--- src/rtl/spi_chain_pkg.sv ---
package spi_chain_pkg;
  localparam int IDX_W  = 4;
  localparam int NDESC  = 1 << IDX_W;
  localparam int CNT_W  = 15;

  typedef struct packed {
    logic [CNT_W-1:0] cnt;
    logic             last;
    logic [IDX_W-1:0] nxt;
    logic [1:0]       unit;
    logic             close;
    logic             rx;
    logic [1:0]       tx;
    logic [1:0]       width;
  } desc_t;

  localparam int DESC_W = $bits(desc_t);

  typedef enum logic [1:0] {S_IDLE, S_LOAD, S_RUN} seq_st_t;

  function automatic logic [7:0] unit_bits(input logic [1:0] code);
    case (code)
      2'd0:    unit_bits = 8'd1;
      2'd1:    unit_bits = 8'd8;
      2'd2:    unit_bits = 8'd32;
      default: unit_bits = 8'd128;
    endcase
  endfunction

  function automatic logic desc_bad(input desc_t d);
    desc_bad = (d.cnt == '0) || (d.width == 2'd3);
  endfunction
endpackage

--- src/rtl/spi_chain_dfile.sv ---
module spi_chain_dfile
  import spi_chain_pkg::*;
#(
  parameter int N = NDESC,
  parameter int AW = IDX_W
) (
  input  logic              clk,
  input  logic              rst_n,
  input  logic              we,
  input  logic [AW-1:0]     waddr,
  input  logic [DESC_W-1:0] wdata,
  input  logic [AW-1:0]     raddr,
  output desc_t             rdata
);
  logic [DESC_W-1:0] regs [N];

  for (genvar g = 0; g < N; g++) begin : g_slot
    always_ff @(posedge clk or negedge rst_n) begin
      if (!rst_n)                              regs[g] <= '0;
      else if (we && waddr == AW'(g))          regs[g] <= wdata;
    end
  end

  assign rdata = desc_t'(regs[raddr]);
endmodule

--- src/rtl/spi_chain_ucnt.sv ---
module spi_chain_ucnt
  import spi_chain_pkg::*;
#(
  parameter int W = CNT_W
) (
  input  logic         clk,
  input  logic         rst_n,
  input  logic         load,
  input  logic [W-1:0] load_val,
  input  logic         dec,
  input  logic         active,
  output logic         last_unit
);
  logic [W-1:0] remain;

  always_ff @(posedge clk or negedge rst_n) begin
    if (!rst_n)      remain <= '0;
    else if (load)   remain <= load_val;
    else if (dec)    remain <= remain - 1'b1;
  end

  assign last_unit = (remain == W'(1));

  // a running descriptor always has units left
  a_r4_units_left: assert property (@(posedge clk) disable iff (!rst_n)
    active |-> (remain != '0));
endmodule

--- src/rtl/spi_chain_seq.sv ---
module spi_chain_seq
  import spi_chain_pkg::*;
(
  input  logic              clk,
  input  logic              rst_n,
  input  logic              dsc_we,
  input  logic [IDX_W-1:0]  dsc_addr,
  input  logic [DESC_W-1:0] dsc_wdata,
  input  logic              ctrl_we,
  input  logic              ctrl_mode_en,
  input  logic [IDX_W-1:0]  ctrl_first,
  input  logic              cmd_start,
  input  logic              cmd_stop,
  input  logic              cmd_flush,
  input  logic              clr_done,
  input  logic              clr_err,
  input  logic              sh_ack,
  output logic              sh_req,
  output logic [1:0]        sh_width,
  output logic [1:0]        sh_tx,
  output logic              sh_rx,
  output logic [7:0]        sh_bits,
  output logic              cs_n,
  output logic              fifo_clr,
  output logic              busy,
  output logic              done,
  output logic              prog_err,
  output logic [IDX_W-1:0]  cur_idx
);
  seq_st_t          st;
  logic [IDX_W-1:0] idx, first_idx;
  logic             mode_en, stop_pend;
  desc_t            cur;
  logic             last_unit;

  // named internal events
  logic unit_done, bad_load, good_load, abort_now;
  assign unit_done = (st == S_RUN) && sh_ack;
  assign bad_load  = (st == S_LOAD) && desc_bad(cur);
  assign good_load = (st == S_LOAD) && !desc_bad(cur);
  assign abort_now = stop_pend || cmd_stop;

  spi_chain_dfile u_dfile (
    .clk(clk), .rst_n(rst_n), .we(dsc_we), .waddr(dsc_addr),
    .wdata(dsc_wdata), .raddr(idx), .rdata(cur)
  );

  spi_chain_ucnt u_cnt (
    .clk(clk), .rst_n(rst_n), .load(good_load), .load_val(cur.cnt),
    .dec(unit_done), .active(st == S_RUN), .last_unit(last_unit)
  );

  always_ff @(posedge clk or negedge rst_n) begin
    if (!rst_n) begin
      st        <= S_IDLE;
      idx       <= '0;
      first_idx <= '0;
      mode_en   <= 1'b0;
      stop_pend <= 1'b0;
      cs_n      <= 1'b1;
      done      <= 1'b0;
      prog_err  <= 1'b0;
      fifo_clr  <= 1'b0;
    end else begin
      fifo_clr <= cmd_flush;
      if (ctrl_we) begin
        mode_en   <= ctrl_mode_en;
        first_idx <= ctrl_first;
      end
      if (clr_done) done     <= 1'b0;
      if (clr_err)  prog_err <= 1'b0;
      if (cmd_stop && st != S_IDLE) stop_pend <= 1'b1;
      case (st)
        S_IDLE: begin
          stop_pend <= 1'b0;
          if (cmd_start && mode_en) begin
            idx <= first_idx;
            st  <= S_LOAD;
          end
        end
        S_LOAD: begin
          if (bad_load) begin
            prog_err <= 1'b1;
            cs_n     <= 1'b1;
            st       <= S_IDLE;
          end else begin
            cs_n <= 1'b0;
            st   <= S_RUN;
          end
        end
        S_RUN: begin
          if (unit_done) begin
            if (abort_now) begin
              cs_n <= 1'b1;
              st   <= S_IDLE;
            end else if (last_unit) begin
              if (cur.last) begin
                done <= 1'b1;
                cs_n <= 1'b1;
                st   <= S_IDLE;
              end else begin
                if (cur.close) cs_n <= 1'b1;
                idx <= cur.nxt;
                st  <= S_LOAD;
              end
            end
          end
        end
        default: st <= S_IDLE;
      endcase
    end
  end

  assign sh_req   = (st == S_RUN);
  assign sh_width = cur.width;
  assign sh_tx    = cur.tx;
  assign sh_rx    = cur.rx;
  assign sh_bits  = unit_bits(cur.unit);
  assign busy     = (st != S_IDLE);
  assign cur_idx  = idx;

  // chip select is released whenever idle
  a_r1_idle_cs_high: assert property (@(posedge clk) disable iff (!rst_n)
    (st == S_IDLE) |-> cs_n);
  // a unit request only occurs with chip select asserted
  a_r3_req_with_cs: assert property (@(posedge clk) disable iff (!rst_n)
    sh_req |-> !cs_n);
  // done rises only together with release and idle
  a_r6_done_release: assert property (@(posedge clk) disable iff (!rst_n)
    $rose(done) |-> (cs_n && st == S_IDLE));
  // a programming error comes only from a descriptor load
  a_r7_err_from_load: assert property (@(posedge clk) disable iff (!rst_n)
    $rose(prog_err) |-> ($past(st) == S_LOAD && cs_n));
  // a pending stop ends the chain at the unit boundary
  a_r8_stop_boundary: assert property (@(posedge clk) disable iff (!rst_n)
    (st == S_RUN && stop_pend && sh_ack) |=> (st == S_IDLE && cs_n && !$rose(done)));
endmodule

--- config.mk ---
export PLATFORM = sky130hd
export DESIGN_NAME = spi_chain_seq
export DESIGN_NICKNAME = d
export VERILOG_FILES = /design/src/rtl/spi_chain_pkg.sv /design/src/rtl/spi_chain_dfile.sv /design/src/rtl/spi_chain_ucnt.sv /design/src/rtl/spi_chain_seq.sv
export SDC_FILE = /design/constraint.sdc
export NUM_CORES = 1
export LEC_CHECK = 0
export BUFFER_PORTS_ARGS = -buffer_cell sky130_fd_sc_hd__clkbuf_2
export CORE_MARGIN = 4
export CORE_UTILIZATION = 55
export CTS_CLUSTER_SIZE = 20
export DETAILED_ROUTE_END_ITERATION = 10
export GPL_ROUTABILITY_DRIVEN = 0
export GPL_TIMING_DRIVEN = 0
export HOLD_SLACK_MARGIN = 0.05
export PLACE_DENSITY = 0.72
export SYNTH_ARGS = -nofsm -noshare
export SYNTH_HDL_FRONTEND = slang
export SYNTH_SLANG_ARGS = --single-unit
--- constraint.sdc ---
create_clock -name clk -period 8.4 [get_ports clk]
set_input_delay 0 -clock clk [delete_from_list [all_inputs] [get_ports clk]]
set_output_delay 0 -clock clk [all_outputs]
set_load 0.02 [all_outputs]
# Yosys cells after proc, flatten, opt, wreduce, memory -nomap -nowiden
# Cells that the tools add are included.
[word_totals]
reg_bits = 479
elab_cells = 130
output_inout_bits = 23
[op_classes]
bitwise_logic = 1
n_reduce_logical = 36
n_addsub = 1
muxes = 37
eq_ne = 28
magnitude_cmp = 1
[op_table]
columns = ["op", "count"]
rows = [
  ["$bmux 28 s4", 1],
  ["$mux 28", 2],
  ["$eq 4x4->1 const B", 8],
  ["$mux 15", 2],
  ["$pmux 8 s3", 1],
  ["$logic_and 1x1->1", 21],
  ["$mux 4", 5],
  ["$mux 1", 18],
  ["$eq 4x3->1 const B", 4],
  ["$eq 15x1->1 const B", 1],
  ["$logic_not 15->1", 1],
  ["$sub 15x1->15 const B", 1],
  ["$mux 2", 5],
  ["$reduce_bool 2->1", 5],
  ["$eq 4x2->1 const B", 2],
  ["$pmux 4 s2", 1],
  ["$eq 2x2->1 const B", 3],
  ["$ne 2x2->1 const B", 3],
  ["$pmux 2 s3", 1],
  ["$reduce_and 6->1", 1],
  ["$ge 5x5->1 const B", 1],
  ["$not 4->5", 1],
  ["$eq 2x1->1 const B", 2],
  ["$eq 4x1->1 const B", 1],
  ["other kinds (10)", 13],
]

# Depth between registers and ports, before layout
[logic_depth]
depth_word = 10
ltp_mapped = 11

# Cells and area by module
# From an unflattened synthesis, not the netlist that was laid out.
[unflattened]
hier_cells = 1398
area_unflattened_um2 = 21844.7
[modules_own_cells]
columns = ["mod", "seq_area_each_um2", "instances", "area_per_inst_um2", "cells_per_inst"]
rows = [
  ["spi_chain_dfile", 11210.8, 1, 20088.0, 1222],
  ["spi_chain_seq", 401.6, 1, 887.1, 81],
  ["spi_chain_ucnt", 375.4, 1, 869.6, 95],
]

# Least setup slack after synthesis
# Ideal clock, no wire load.
[synth_timing]
kind = "register to register"
start = "reg st[0]"
end = "reg u_cnt.remain[13]"
n_path_buf = 1
setup_time_ps = 125
path_stages_with_launch = 11
slack_ps = 5325
arrival_ps = 2950
synth_period_minus_slack_ps = 3075
path_cell_list = "dfrtp_1 inv_1 ha_1 buf_2 nand2_1 or4_1 or3_1 or4_1 nor4_1 xor2_1 mux2_4"
[synth_between]
elab_chain_cells = 3
[synth_lines]
columns = ["item", "line", "source"]
rows = [
  ["start, declared", "spi_chain_seq.sv:30", "seq_st_t st;"],
  ["start signal, assigned", "spi_chain_seq.sv:55", "st <= S_IDLE;"],
  ["start signal, assigned", "spi_chain_seq.sv:78", "st <= S_LOAD;"],
  ["start signal, assigned", "spi_chain_seq.sv:85", "st <= S_IDLE;"],
  ["$eq 2x2->1", "-", ""],
  ["named net sh_req", "spi_chain_seq.sv:18", "output logic sh_req,"],
  ["$logic_and 1x1->1", "spi_chain_seq.sv:38", "assign unit_done = (st == S_RUN) && sh_ack;"],
  ["$reduce_bool 2->1 (no line)", "-", ""],
  ["end signal, assigned", "spi_chain_ucnt.sv:18", "else if (load) remain <= load_val;"],
  ["end signal, assigned", "spi_chain_ucnt.sv:19", "else if (dec) remain <= remain - 1'b1;"],
  ["end, declared", "spi_chain_ucnt.sv:14", "logic [W-1:0] remain;"],
]
# The timed path passes the listed nets, and every way through them passes these cells.
# A chain may end at the register's enable or synchronous reset.

# Worst setup path in the final report
[layout_timing]
start = "reg idx[1] (netlist: cur_idx[1])"
end = "out sh_tx[1]"
[layout_between]
elab_chain_cells = 4
[layout_lines]
columns = ["item", "line", "source"]
rows = [
  ["start, declared", "spi_chain_seq.sv:31", "logic [IDX_W-1:0] idx, first_idx;"],
  ["start signal, assigned", "spi_chain_seq.sv:77", "idx <= first_idx;"],
  ["start signal, assigned", "spi_chain_seq.sv:103", "idx <= cur.nxt;"],
  ["$not 4->5 (implied by the code)", "spi_chain_dfile.sv:24", "assign rdata = desc_t'(regs[raddr]);"],
  ["$bmux 28 s4", "spi_chain_dfile.sv:24", ""],
  ["$mux 28 (implied by the code) (2 in a row)", "spi_chain_dfile.sv:24", ""],
  ["end, declared", "spi_chain_seq.sv:20", "output logic [1:0] sh_tx,"],
]
# No other way between the ends. The select of a mux whose other input is x is not followed.

==> flow_summary.ini <==
[worst_setup_path]
max_stage_delay_ns = 0.71
required_ns = 8.40
worst-r2r-cell-count = 10
path_buf_inv = 6
end_kind = output port
crit_slowest_cell = clkbuf_1
crit_chain = buf_2 > buf_2 > buf_2 > clkbuf_1 > clkbuf_1 > mux4_2 > mux4_2 > clkbuf_2
arrival_ns = 4.64
cp_num_cells = 8
path_max_fanout = 10
cp_common_cell = buf_2
worstSetupPathType = flip-flop to output port
cp-start-kind = flip-flop
critPathTopFamily = buffers and inverters

[floorplan]
fp.dieW_microns = 206.6
core_area_sq_um = 38830
core.rowCount = 72
io_pins = 70
die_area_sq_um = 42670
start_util_pct = 55.85
die_h_microns = 206.6

[finish]
fin_nets = 1585
drive_gt1_share_pct = 49.46
area_growth_pct = 15.57
post-route-util_pct = 64.54
instances_no_fill = 2090

[cts]
cts_setup_buffers = 0
clock_path_buffers = 3
insertion_delay_ns = 0.58
clk_pin_slew_worst_paths_ns = 0.06
cts_resized = 0
numCtsBuffers = 50
cts_max_level = 2
clock-sinks = 479
holdBufCountCts = 50
cts_tree = done
cts-root-buf = clkbuf_16

[yosys]
synthFlopType = dfrtp_1
ys_seq_area_share_pct = 55.29
ys_types = 41
synth-seq-cells = 479
syn_area_per_cell_sq_um = 15.97
synthArstFlopShare_pct = 100.0
synth_most_common_cell = dfrtp_1
synth_top_area_cell = dfrtp_1
synth.top_cells.by_area = dfrtp_1 (55%), mux2_2 (24%), mux4_2 (13%)
synth_cells = 1358
syn_area_sq_um = 21680
yosys-top-cells-count = dfrtp_1 (478), mux2_2 (459), mux4_2 (124)
ys_warn_count = 0
synth.top_cell.area_share_pct = 55.16
synth-edff-count = 0

[drt]
viasPerCell = 6.067
ant_nets = 0
routedWlPerCell_microns = 25.98
drt_iter0_markers = 847
vias = 12680
drt-pass1-iter-count = 5
route.detailed.drc = 0
totalWireLength_microns = 54290

[min_path]
hold_depth = 3
min_path_type = primary input to flip-flop

[run_status]
status = completed

[placement]
io_buffer_count = 65
dp.cells = 1948
place_ws_ns = 4.360
hpwl_microns = 33940

[sta]
period_share_pct = 55.23
max_freq_mhz = 215.5
slew_headroom_pct = 4.838
setup_ws_ns = 3.760
drv_slew = 0
fin_skew_ns = 0.01408
hold_viol = 0
setup_violations = 0
rsz0062_at_grt = false
tightest_slew_ns = 1.422
min_period_ns = 4.640

[global_route]
overflow = 0
grt_max_degree = 110
grt_pass1_wl_microns = 83290
grt_pass1_vias = 13770
grt.total_usage_pct = 26.19
antenna_found_initial = 1

[power]
leakage_nw = 10.83
pwr_density_cell_nw_per_um2 = 335.4
intPower_w = 0.005778
ir_drop_mv = 0.2488
p_sw_w = 0.002627
power_frac_comb_pct = 34.1
swShare_pct = 31.26
design_power_total_w = 0.008406
pwr-share-seq_pct = 37.9
power_frac_clock_pct = 28.0

[run]
maxCapViolations = 0
registers in the layout, summed over array words and instances, names as in the netlist:
name and flops:
cs_n 1, cur_idx 4, done 1, fifo_clr 1, first_idx 4, mode_en 1, prog_err 1, st 2
stop_pend 1, u_cnt.remain 15, u_dfile.regs 448
routing by layer:
metal	track usage (%)	vias to the layer above	share of wire, %
met5	0	-	0
met3	5.733	110	5.4
li1	-	5409	-
met1	35.60	6825	42
met4	7.961	0	3.2
met2	42.99	335	49
power by group through the flow:
stage | registers (W) | logic, W | clock network, W
floorplan | 0.00312 | 0.00207 | 0
global placement | 0.00319 | 0.00279 | 0
detailed placement | 0.00321 | 0.00286 | 0
CTS | 0.00317 | 0.00289 | 0.00238
global route | 0.00324 | 0.00306 | 0.00248
finish | 0.00318 | 0.00287 | 0.00235
layout by cell type, fill, tap and decap left out, types with 13 or more instances in the layout:
cell type and instances:
dfrtp_1 478, mux2_2 459, clkbuf_1 78, dlygate4sd3_1 49
clkinv_2 13, nor2_1 20, nand2_1 26, clkbuf_16 51
mux4_2 124, a22oi_1 26, clkbuf_2 64
kinds of logic after synthesis:
group | count (synthesis) | share of synthesized area [%]
DFF | 479 | 55.29
muxes | 599 | 37.66
buffers and inverters | 114 | 2.354
xor gates and xnor gates | 13 | 0.5251
and+or+nand+nor | 101 | 2.354
adders and majority gates | 6 | 0.3462
AOI/OAI and AO/OA | 45 | 1.454
other | 1 | 0.01729
worst min-delay path, cell delays in order:
cell and delay (ns):
dlygate4sd3_1 0.53, clkbuf_2 0.10, o21ai_0 0.06
final timing paths:
kind / slack (ns) / endpoint / start
worst max-delay path: 3.76 / sh_tx[1] / cur_idx[1]
worst min-delay path: 0.15 / prog_err / clr_err
worst max register to register: 4.47 / cur_idx[3] / cur_idx[1]
worst min register to register: 0.50 / u_dfile.regs[163] / u_dfile.regs[163]
max in group asynchronous: 5.86 / u_dfile.regs[38] / rst_n
min in group asynchronous: 0.54 / cs_n / rst_n
layout make-up:
cell class	instances	area (sq um)
Clock inverter	23	299.0
Buffer	106	480.5
Sequential cell	479	11990
Inverter	8	30.03
Fill cell	2804	13770
Clock buffer	68	1450
Tap cell	518	648.1
Antenna cell	1	2.502
Multi-Input combinational cell	768	9199
Timing Repair Buffer	119	962.2
per-stage QoR:
step / hold WS (ns) / setup TNS, ns / area [sq um]
final: 0.1462 / 0 / 25060
after global routing: 0.1387 / 0 / 25060
after CTS: 0.1052 / 0 / 25060
after detailed placement: 0.07083 / 0 / 22790
after global placement: 0.1078 / -1583.85 / 22670
after floorplan: -0.2956 / 0 / 21690
Note: power is estimated with default switching activity, not from simulation.
